### config.mk
export PLATFORM = sky130hd
export DESIGN_NAME = baud_gen
export DESIGN_NICKNAME = d
export VERILOG_FILES = /design/src/rtl/baud_gen_pkg.sv /design/src/rtl/baud_gen_ctrl.sv /design/src/rtl/baud_gen_dp.sv /design/src/rtl/baud_gen.sv
export SDC_FILE = /design/constraint.sdc
export NUM_CORES = 1
export LEC_CHECK = 0
export ABC_AREA = 1
export BUFFER_PORTS_ARGS = -buffer_cell sky130_fd_sc_hd__buf_4
export CELL_PAD_IN_SITES_DETAIL_PLACEMENT = 0
export CELL_PAD_IN_SITES_GLOBAL_PLACEMENT = 1
export CORE_ASPECT_RATIO = 1.75
export CORE_MARGIN = 5
export CORE_UTILIZATION = 40
export CTS_CLUSTER_DIAMETER = 200
export DETAILED_ROUTE_END_ITERATION = 10
export PLACE_DENSITY_LB_ADDON = 0.1
export SETUP_SLACK_MARGIN = 0.4
export SYNTH_ARGS = -nofsm -noshare
export SYNTH_HDL_FRONTEND = slang
export SYNTH_HIERARCHICAL = 1
export SYNTH_SLANG_ARGS = --single-unit
### constraint.sdc
create_clock -name clk -period 2.18 [get_ports clk]
set_input_delay 0.436 -clock clk [delete_from_list [all_inputs] [get_ports clk]]
set_output_delay 0.436 -clock clk [all_outputs]
set_load 0.02 [all_outputs]
### src/rtl/baud_gen_pkg.sv
package baud_gen_pkg;

  // strobes from control to datapath
  typedef struct packed {
    logic run;      // prescaler active (code nonzero)
    logic preTc;    // prescaler terminal count this cycle
    logic ovsTc;    // divisor terminal count this cycle
    logic bitTc;    // final divide terminal count this cycle
    logic longPer;  // next half-factor period takes the extra clock
  } bg_strobe_t;

  // status from datapath to control
  typedef struct packed {
    logic preZero;
    logic divZero;
    logic finZero;
  } bg_status_t;

endpackage

### src/rtl/baud_gen_ctrl.sv
module baud_gen_ctrl
  import baud_gen_pkg::*;
#(
  parameter int PRE_W = 5
) (
  input  logic             clk,
  input  logic             rstN,
  input  logic [PRE_W-1:0] preSel,
  input  bg_status_t       status,
  output bg_strobe_t       strobes
);

  logic [PRE_W-1:0] activeCode;
  logic             halfPhase;
  logic             run;
  logic             preTc;
  logic             ovsTc;
  logic             newIsHalf;

  assign run       = (activeCode != '0);
  assign preTc     = run && status.preZero;
  assign ovsTc     = preTc && status.divZero;
  // an even code means (code+1) is odd, i.e. a k+0.5 factor
  assign newIsHalf = ~preSel[0];

  always_ff @(posedge clk) begin
    if (!rstN) begin
      activeCode <= '0;
      halfPhase  <= 1'b0;
    end else begin
      if (!run || preTc) begin
        activeCode <= preSel;
      end
      if (!run) begin
        halfPhase <= 1'b0;
      end else if (preTc && newIsHalf) begin
        halfPhase <= ~halfPhase;
      end
    end
  end

  always_comb begin
    strobes.run     = run;
    strobes.preTc   = preTc;
    strobes.ovsTc   = ovsTc;
    strobes.bitTc   = ovsTc && status.finZero;
    strobes.longPer = halfPhase && newIsHalf;
  end

endmodule

### src/rtl/baud_gen_dp.sv
module baud_gen_dp
  import baud_gen_pkg::*;
#(
  parameter int PRE_W     = 5,
  parameter int DIV_W     = 8,
  parameter int OVS_RATE  = 16,
  parameter int SYNC_RATE = 2
) (
  input  logic                          clk,
  input  logic                          rstN,
  input  logic [PRE_W-1:0]              preSel,
  input  logic [DIV_W-1:0]              divisor,
  input  logic                          syncMode,
  input  bg_strobe_t                    strobes,
  output bg_status_t                    status,
  output logic [PRE_W-2:0]              preCnt,
  output logic [DIV_W-1:0]              divCnt,
  output logic [$clog2(OVS_RATE)-1:0]   finCnt
);

  localparam int CNT_W = PRE_W - 1;
  localparam int FIN_W = $clog2(OVS_RATE);
  localparam logic [FIN_W-1:0] ASYNC_LAST = FIN_W'(OVS_RATE - 1);
  localparam logic [FIN_W-1:0] SYNC_LAST  = FIN_W'(SYNC_RATE - 1);

  logic [PRE_W:0]   baseHalf;
  logic [PRE_W:0]   preReloadWide;
  logic [CNT_W-1:0] preReload;
  logic [FIN_W-1:0] finReload;

  // factor in half units is code+1; whole part is (code+1)>>1
  always_comb begin
    baseHalf      = ({1'b0, preSel} + 1'b1) >> 1;
    preReloadWide = baseHalf - 1'b1 + {{PRE_W{1'b0}}, strobes.longPer};
    preReload     = preReloadWide[CNT_W-1:0];
    finReload     = syncMode ? SYNC_LAST : ASYNC_LAST;
  end

  always_ff @(posedge clk) begin
    if (!rstN || !strobes.run) begin
      preCnt <= '0;
      divCnt <= '0;
      finCnt <= '0;
    end else begin
      if (strobes.preTc) begin
        preCnt <= preReload;
      end else begin
        preCnt <= preCnt - 1'b1;
      end
      if (strobes.ovsTc) begin
        divCnt <= divisor;
      end else if (strobes.preTc) begin
        divCnt <= divCnt - 1'b1;
      end
      if (strobes.bitTc) begin
        finCnt <= finReload;
      end else if (strobes.ovsTc) begin
        finCnt <= finCnt - 1'b1;
      end
    end
  end

  assign status.preZero = (preCnt == '0);
  assign status.divZero = (divCnt == '0);
  assign status.finZero = (finCnt == '0);

endmodule

### src/rtl/baud_gen.sv
module baud_gen
  import baud_gen_pkg::*;
#(
  parameter int PRE_W     = 5,
  parameter int DIV_W     = 8,
  parameter int OVS_RATE  = 16,
  parameter int SYNC_RATE = 2
) (
  input  logic             clk,
  input  logic             rstN,
  input  logic [PRE_W-1:0] preSel,
  input  logic [DIV_W-1:0] divisor,
  input  logic             syncMode,
  output logic             ovsTick,
  output logic             bitStrobe
);

  localparam int FIN_W = $clog2(OVS_RATE);

  bg_strobe_t       strobes;
  bg_status_t       status;
  logic [PRE_W-2:0] preCnt;
  logic [DIV_W-1:0] divCnt;
  logic [FIN_W-1:0] finCnt;

  baud_gen_ctrl #(.PRE_W(PRE_W)) u_ctrl (
    .clk     (clk),
    .rstN    (rstN),
    .preSel  (preSel),
    .status  (status),
    .strobes (strobes)
  );

  baud_gen_dp #(
    .PRE_W    (PRE_W),
    .DIV_W    (DIV_W),
    .OVS_RATE (OVS_RATE),
    .SYNC_RATE(SYNC_RATE)
  ) u_dp (
    .clk     (clk),
    .rstN    (rstN),
    .preSel  (preSel),
    .divisor (divisor),
    .syncMode(syncMode),
    .strobes (strobes),
    .status  (status),
    .preCnt  (preCnt),
    .divCnt  (divCnt),
    .finCnt  (finCnt)
  );

  assign ovsTick   = strobes.ovsTc;
  assign bitStrobe = strobes.bitTc;

endmodule

* Word-level counts from Yosys, hierarchy flattened *
Cells that the tools add are included.

operators by class
  shift-type cells = 0
  $add $sub $neg = 6
  order comparisons = 0
  reductions and logical operators = 16
  $mul = 0
  divide/modulo/power cells = 0
  mux-type cells = 6
  bitwise gates (word level) = 2
  equal/unequal tests = 0

operators with widths
  operator             number
  $mux 4               4
  $mux 8               2
  $sub 4x1->4 const B  3
  $logic_not 4->1      2
  $logic_not 8->1      1
  $sub 8x1->8 const B  1
  $add 5x1->5 const B  1
  $logic_and 1x1->1    5
  $reduce_bool 5->1    1
  $add 4x1->4          1
  $reduce_bool 2->1    2
  $logic_not 1->1      2
  $logic_or 1x1->1     2
  $not 1->1            2
  $reduce_and 2->1     1

word-level totals
  flip-flop bits (word level) = 22
  latch bits = 0
  bits of input ports = 16
  output and inout port bits = 2
  logic and storage cells = 35
  memory bits (writable) = 0
  memories kept = 0
  bits in read-only memories = 0

* Logic depth before layout (Yosys ltp) *
Gate-level depths: netlist (run 1).

  depth in word-level cells = 5
  mapped depth = 14
  gate-level depth less buffers = 12

* Cells and area by module *
Netlist (run 1), hierarchy kept.

by module, submodules not included
  module         area an instance (um2)  sequential area each (um2)  cells an instance  instances
  baud_gen_dp    1,094.8                 320.3                       171                1
  baud_gen_ctrl  302.8                   120.1                       44                 1

* Least setup slack after synthesis (run 1) *
Ideal clock, no wire load.

  path kind = register to register
  start = reg u_dp.preCnt[0]
  end = reg u_dp.finCnt[1]
  cell stages (with the launch flop) = 11
  arrival time = 2,080 ps
  path buffers = 0
  data required time = 2,065 ps
  setup slack = -15 ps
  clock period less this slack = 2,195 ps
  setup time = 115 ps
  cell sequence = dfxtp_1 -> inv_1 -> ha_1 -> inv_1 -> nor3_1 -> nand2_1 -> nor3b_1 -> nor2_1 -> o2bb2ai_1 -> o21ai_0 -> inv_1

RTL lines
  element                 RTL line           text
  start, declared         baud_gen_dp.sv:16  output logic [PRE_W-2:0] preCnt,
  start signal, assigned  baud_gen_dp.sv:46  preCnt <= preReload;
  start signal, assigned  baud_gen_dp.sv:48  preCnt <= preCnt - 1'b1;
  end signal, assigned    baud_gen_dp.sv:56  finCnt <= finReload;
  end signal, assigned    baud_gen_dp.sv:58  finCnt <= finCnt - 1'b1;
  end, declared           baud_gen_dp.sv:18  output logic [$clog2(OVS_RATE)-1:0] finCnt

==> results of run 1 <==
==> per-stage QoR <==
| step | instance area [sq um] | utilization |
|---|---|---|
| 2_1_floorplan | 1410 | - |
| 3_3_place_gp | 1580 | 0.466 |
| 3_5_place_dp | 1580 | 0.466 |
| 4_1_cts | 1740 | 0.511 |
| 5_1_grt | 1900 | 0.559 |
| 6_report | 1900 | 0.559 |
==> repair_timing <==
| item | in CTS | in global routing |
|---|---|---|
| gates resized for setup | 17 | 25 |
| setup endpoints to repair | 10 | 11 |
| buffers inserted | 5 | 10 |
| pin swaps | 8 | 8 |
| endpoints found under the hold margin | 0 | 0 |
==> cell type report <==
cell class / instances / area (sq um) / share of cell area
Inverter: 43 / 164 / 0.0862
Timing Repair Buffer: 35 / 308 / 0.162
Sequential cell: 22 / 445 / 0.234
Multi-Input combinational cell: 144 / 856 / 0.450
Clock buffer: 3 / 41.3 / 0.0217
Tap cell: 45 / 56.3 / 0.0296
Clock inverter: 1 / 30.0 / 0.0158
==> flip-flops by register name (all words and copies together), names as in the netlist <==
name,flops
u_ctrl/activeCode,5
u_ctrl/halfPhase,1
u_dp/divCnt,8
u_dp/finCnt,4
u_dp/preCnt,4
==> logic make-up (layout without fill, tap and decap cells) <==
group                    after synthesis  in the layout  synth area share
AO/OA/AOI/OAI                         33             33             0.126
XOR/XNOR                               3              3            0.0188
adder cells (fa/ha/maj)                7              7            0.0627
buffers and inverters                 49             82             0.147
flip-flops                            22             22             0.315
AND/OR/NAND/NOR                      101            101             0.330
==> cell usage in the layout (no fill, tap or decap), drive strengths merged, types with 3 or more instances in the layout <==
master and instances:
inv 43, buf 35, o21ai 16, nand3 17, a21oi 12, nand4 4
dfxtp 22, nand2 45, clkbuf 3, ha 7, nor2 26, nor3 6
==> power breakdown <==
group | total, W | internal, W | leakage (nW) | switching [W]
clock network | 0.000382 | 0.000246 | 0.0357 | 0.000136
registers | 0.000594 | 0.000524 | 0.183 | 0.0000700
logic | 0.00177 | 0.000783 | 0.703 | 0.000987
total | 0.00275 | 0.00155 | 0.922 | 0.00119
==> critical path: cells and delay by family (launching register included) <==
family	cells	cell delay, ns
fa+ha+maj	1	0.14
buf+inv	4	0.36
flops	1	0.31
simple gates	3	0.41
==> final timing paths <==
kind,startpoint,endpoint,slack [ns],cells after the start
hold / removal,preSel[4],u_ctrl/activeCode[4],0.42,3
setup / recovery,u_dp/preCnt[1],ovsTick,0.25,8
setup reg to reg,u_dp/preCnt[1],u_dp/finCnt[1],0.40,13
hold reg to reg,u_ctrl/halfPhase,u_ctrl/halfPhase,0.46,2
==> metal layers <==
layer  share of wire  up-vias  routed length, microns
met5               0        -                       0
met4           0.039        0                     139
met3           0.035       14                     123
met2            0.55       41                    1940
met1            0.38      662                    1340
li1                -      748                       -
==> impl_metrics.py, run 1 <==
metrics = {
    "synth": {
        "ys_ff_latch": 22,
        "synth-edff-count": 0,
        "synth_area_leaders": "dfxtp_1, nand2_1, inv_1",
        "synth_most_common_cell": "nand2_1",
        "postSynthCellCount": 215,
        "synth_nets": 238,
        "async_reset_ff_frac": 0,
        "synth.distinct_cells": 29,
        "synthTopCellsByCount": "nand2_1, inv_1, nor2_1, dfxtp_1, o21ai_0",
        "yosysTopAreaCell": "dfxtp_1",
        "netlist_area_sq_um": 1400,
        "synth_flop_cell": "dfxtp_1",
        "yosysWarningCount": 6,
        "yosysTopAreaCellShare": 0.315,
        "syn_avg_cell_area_sq_um": 6.50,
        "ys_seq_area_frac": 0.315,
    },
    "timing": {
        "clock_skew_ns": 0.00157,
        "period_share": 0.885,
        "setup_viol": 0,
        "worst_pin_slew_ns": 0.287,
        "fmax_ghz": 0.518,
        "slew_headroom": 0.808,
        "period_minus_slack_ns": 1.93,
        "setup_tns_ns": 0,
        "worst_slack_ns": 0.251,
        "rsz0062_at_grt": "yes",
        "fin_hold_ws_ns": 0.422,
        "slew_viol_final": 0,
        "hold_viol": 0,
    },
    "critical_path": {
        "worst_ep_required_time_ns": 1.74,
        "worstSetupPathType": "reg2out",
        "worstPathMaxFanout": 3,
        "cpPeakStageDelay_ns": 0.31,
        "critPathArrivalTime_ns": 1.49,
        "crit_slowest_cell": "dfxtp_1",
        "cp-end-kind": "output pin",
        "cpMostUsedCell": "inv_2",
        "cp_cell_sequence": "inv_2 > ha_4 > inv_2 > nor3_4 > nand2_4 > nor2_4 > buf_12 > buf_4",
        "cp-start-kind": "flip-flop",
    },
    "cts": {
        "cts_tree": "done",
        "clock_path_buffers": 2,
        "ctsRootBufferMaster": "clkbuf_8",
        "hold_buffers": 0,
        "cts_buffers": 3,
        "htree_levels": 1,
        "clk_pin_slew_ns": 0.08,
        "numClockSinks": 22,
        "clock_latency_ns": 0.27,
    },
    "pwr": {
        "power.leakage_nw": 0.922,
        "peakVddDrop_uv": 755,
        "powerDensity_nw_per_um2": 1440,
        "p_total_w": 0.00275,
    },
    "global_route": {
        "grt_pass1_wl_microns": 5540,
        "grt.total_usage": 0.153,
        "grtUsageMet1": 0.153,
        "grt-busiest-layer": "met2",
        "antenna_found_initial": 0,
        "grt_max_degree": 18,
        "met3_usage": 0.0204,
        "grt_overflow_total": 0,
        "grt_pass1_vias": 1348,
        "grt.met2_usage": 0.292,
    },
    "routing": {
        "vias": 1465,
        "routed_wirelength_microns": 3550,
        "drcViolationCount": 0,
        "first_pass_iters": 4,
        "postRouteAntennaNets": 0,
        "drt_iter0_markers": 22,
        "via_per_inst": 5.00,
        "wire_per_inst_microns": 12.1,
    },
    "cells_and_area": {
        "finalNetCount": 272,
        "layout.cells.non_filler": 293,
        "syn2layout_area_growth_pct": 36.0,
        "drive_gt1_frac": 0.294,
        "fillers": 338,
        "n_antenna_cell": 0,
    },
    "floorplanning": {
        "ios": 18,
        "start_util": 0.411,
        "dieArea_sq_um": 4820,
        "core-area_sq_um": 3400,
        "fp.dieH_microns": 88.2,
        "core.rowCount": 28,
        "die_width_microns": 54.7,
    },
    "place": {
        "io_buffers": 17,
        "pre_cts_slack_ns": 0.268,
        "gp_congestion": 0.890,
        "dp_cells": 274,
        "hpwl_microns": 2540,
    },
    "worst_hold_path": {
        "hold_path.class": "in2reg",
    },
    "outcome": {
        "status": "complete, no violations",
    },
    "job": {
        "maxCapViolations": 0,
    },
}
Power figures use the tool's default switching activity.
==> run 2, diff against run 1 <==
Settings changed: HOLD_SLACK_MARGIN set to 0.1, PLACE_DENSITY set to 0.79, PLACE_DENSITY_LB_ADDON 0.1 to unset.
==> impl_metrics.py, run 2 (synthesis gave the netlist of run 1 again) <==
metrics = {
    "critical_path": {
        "crit_family": "simple AND/OR/NAND/NOR gates",
        "cp-end-kind": "output pin",
        "cpPeakStageDelay_ns": 0.33,
        "cpMostUsedCell": "inv_2",
        "critPathArrivalTime_ns": 1.54,
        "path_buf_inv": 3,
        "worst_ep_required_time_ns": 1.74,
        "worstSetupPathType": "reg2out",
        "cp-start-kind": "flip-flop",
        "crit_slowest_cell": "dfxtp_2",
        "cp_cell_sequence": "inv_2 > ha_1 > nand4_1 > nor3_2 > inv_2 > nor3b_4 > buf_6",
        "worstPathMaxFanout": 4,
    },
    "cts": {
        "ctsRootBufferMaster": "clkbuf_8",
        "cts_buffers": 3,
        "numClockSinks": 22,
        "htree_levels": 1,
        "clock_latency_ns": 0.26,
        "hold_buffers": 0,
        "cts_tree": "done",
        "clock_path_buffers": 2,
        "clk_pin_slew_ns": 0.09,
    },
    "timing": {
        "worst_pin_slew_ns": 0.302,
        "clock_skew_ns": 0.00638,
        "slew_viol_final": 0,
        "period_minus_slack_ns": 1.97,
        "setup_tns_ns": 0,
        "period_share": 0.905,
        "fmax_ghz": 0.507,
        "rsz0062_at_grt": "yes",
        "setup_viol": 0,
        "hold_viol": 0,
        "slew_headroom": 0.799,
    },
    "global_route": {
        "grt_pass1_vias": 1344,
        "grt_pass1_wl_microns": 5740,
        "grt.total_usage": 0.159,
        "grt_overflow_total": 0,
        "antenna_found_initial": 0,
        "grt_max_degree": 14,
    },
    "cells_and_area": {
        "top_regs": "u_dp/divCnt x8, u_ctrl/activeCode x5",
        "largest_reg_flops": 8,
        "layout_commonest_cell": "nand2_1",
        "n_antenna_cell": 0,
        "drive_gt1_frac": 0.289,
        "finalNetCount": 270,
        "regMostFlops": "u_dp/divCnt",
        "mostFrequentLayoutCells": "nand2_1, inv_1, buf_4",
        "syn2layout_area_growth_pct": 32.9,
    },
    "floorplanning": {
        "die_width_microns": 54.7,
        "dieArea_sq_um": 4820,
        "start_util": 0.411,
        "core-area_sq_um": 3400,
        "fp.dieH_microns": 88.2,
        "core.rowCount": 28,
        "ios": 18,
    },
    "routing": {
        "drcViolationCount": 0,
        "wire_per_inst_microns": 11.5,
        "first_pass_iters": 6,
        "routed_wirelength_microns": 3340,
        "drt_iter0_markers": 31,
        "postRouteAntennaNets": 0,
        "via_per_inst": 4.77,
        "vias": 1388,
    },
    "worst_hold_path": {
        "hold_path.class": "in2reg",
    },
    "pwr": {
        "switchingPower_w": 0.00118,
        "power.leakage_nw": 0.904,
        "seq_power_share": 0.216,
        "powerDensity_nw_per_um2": 1460,
        "sw_frac_of_total": 0.436,
        "pwr-share-clk": 0.141,
        "p_total_w": 0.00271,
        "p_comb_frac": 0.643,
        "intPower_w": 0.00153,
        "peakVddDrop_uv": 1030,
    },
    "job": {
        "maxCapViolations": 0,
    },
    "place": {
        "hpwl_microns": 2460,
        "gp_congestion": 0.871,
        "io_buffers": 17,
    },
    "outcome": {
        "status": "complete, no violations",
    },
}
run 2: cell type report:
cell class	instances	area, sq um
clock buffer	3	41.3
clock inverter	1	30.0
fill	356	1540
inverter	43	166
multi-input combinational	144	837
sequential	22	443
tap	45	56.3
timing repair buffer	33	284
run 2: per-layer routing:
metal | routed length (microns) | GRT usage | vias up
met4 | 77 | 0.0658 | 0
met1 | 1300 | 0.170 | 605
met3 | 129 | 0.0273 | 8
met2 | 1830 | 0.291 | 35
li1 | - | - | 740
met5 | 0 | 0 | -
run 2: final timing paths:
check | startpoint | endpoint | slack [ns] | depth (start not counted)
worst max-delay path | u_dp/divCnt[0] | bitStrobe | 0.21 | 7
worst min-delay path | preSel[4] | u_ctrl/activeCode[4] | 0.43 | 3
worst max register to register | u_dp/preCnt[0] | u_dp/divCnt[5] | 0.33 | 14
worst min register to register | u_ctrl/halfPhase | u_ctrl/halfPhase | 0.46 | 2
run 2: power by group through the flow:
stage          Combinational [W]  Clock, W  Sequential [W]
6_report                 0.00174  0.000382        0.000587
5_1_grt                  0.00194  0.000411        0.000602
4_1_cts                  0.00160  0.000390        0.000584
3_5_place_dp             0.00128         0        0.000584
3_3_place_gp             0.00128         0        0.000584
2_1_floorplan            0.00102         0        0.000571
run 2: worst reg2reg max path, stage by stage, from the launching register on:
cell and delay (ns):
dfxtp_2 0.32, inv_2 0.07, ha_4 0.13, inv_2 0.04
nor3_4 0.19, nand2_4 0.11, buf_4 0.14, buf_4 0.13
inv_4 0.07, inv_4 0.06, nor2_4 0.17, nand3_2 0.07
o21ai_1 0.14, a21oi_1 0.05, nor2_1 0.09
run 2: stage by stage:
| step | hold slack [ns] | area [sq um] | std cells | util | worst slack, ns |
|---|---|---|---|---|---|
| floorplan | 0.435 | 1410 | 215 | - | 0.370 |
| global placement | 0.457 | 1580 | 274 | 0.466 | 0.290 |
| detailed placement | 0.467 | 1580 | 274 | 0.466 | 0.272 |
| CTS | 0.438 | 1790 | 286 | 0.527 | 0.120 |
| global route | 0.438 | 1860 | 291 | 0.547 | 0.121 |
| finish | 0.432 | 1860 | 291 | 0.547 | 0.207 |
run 2: repair_timing:
item                                    in CTS  in global routing
resized for setup                           29                 13
setup buffers                                8                  5
pin swaps                                    8                  9
endpoints found under the setup margin      11                 14
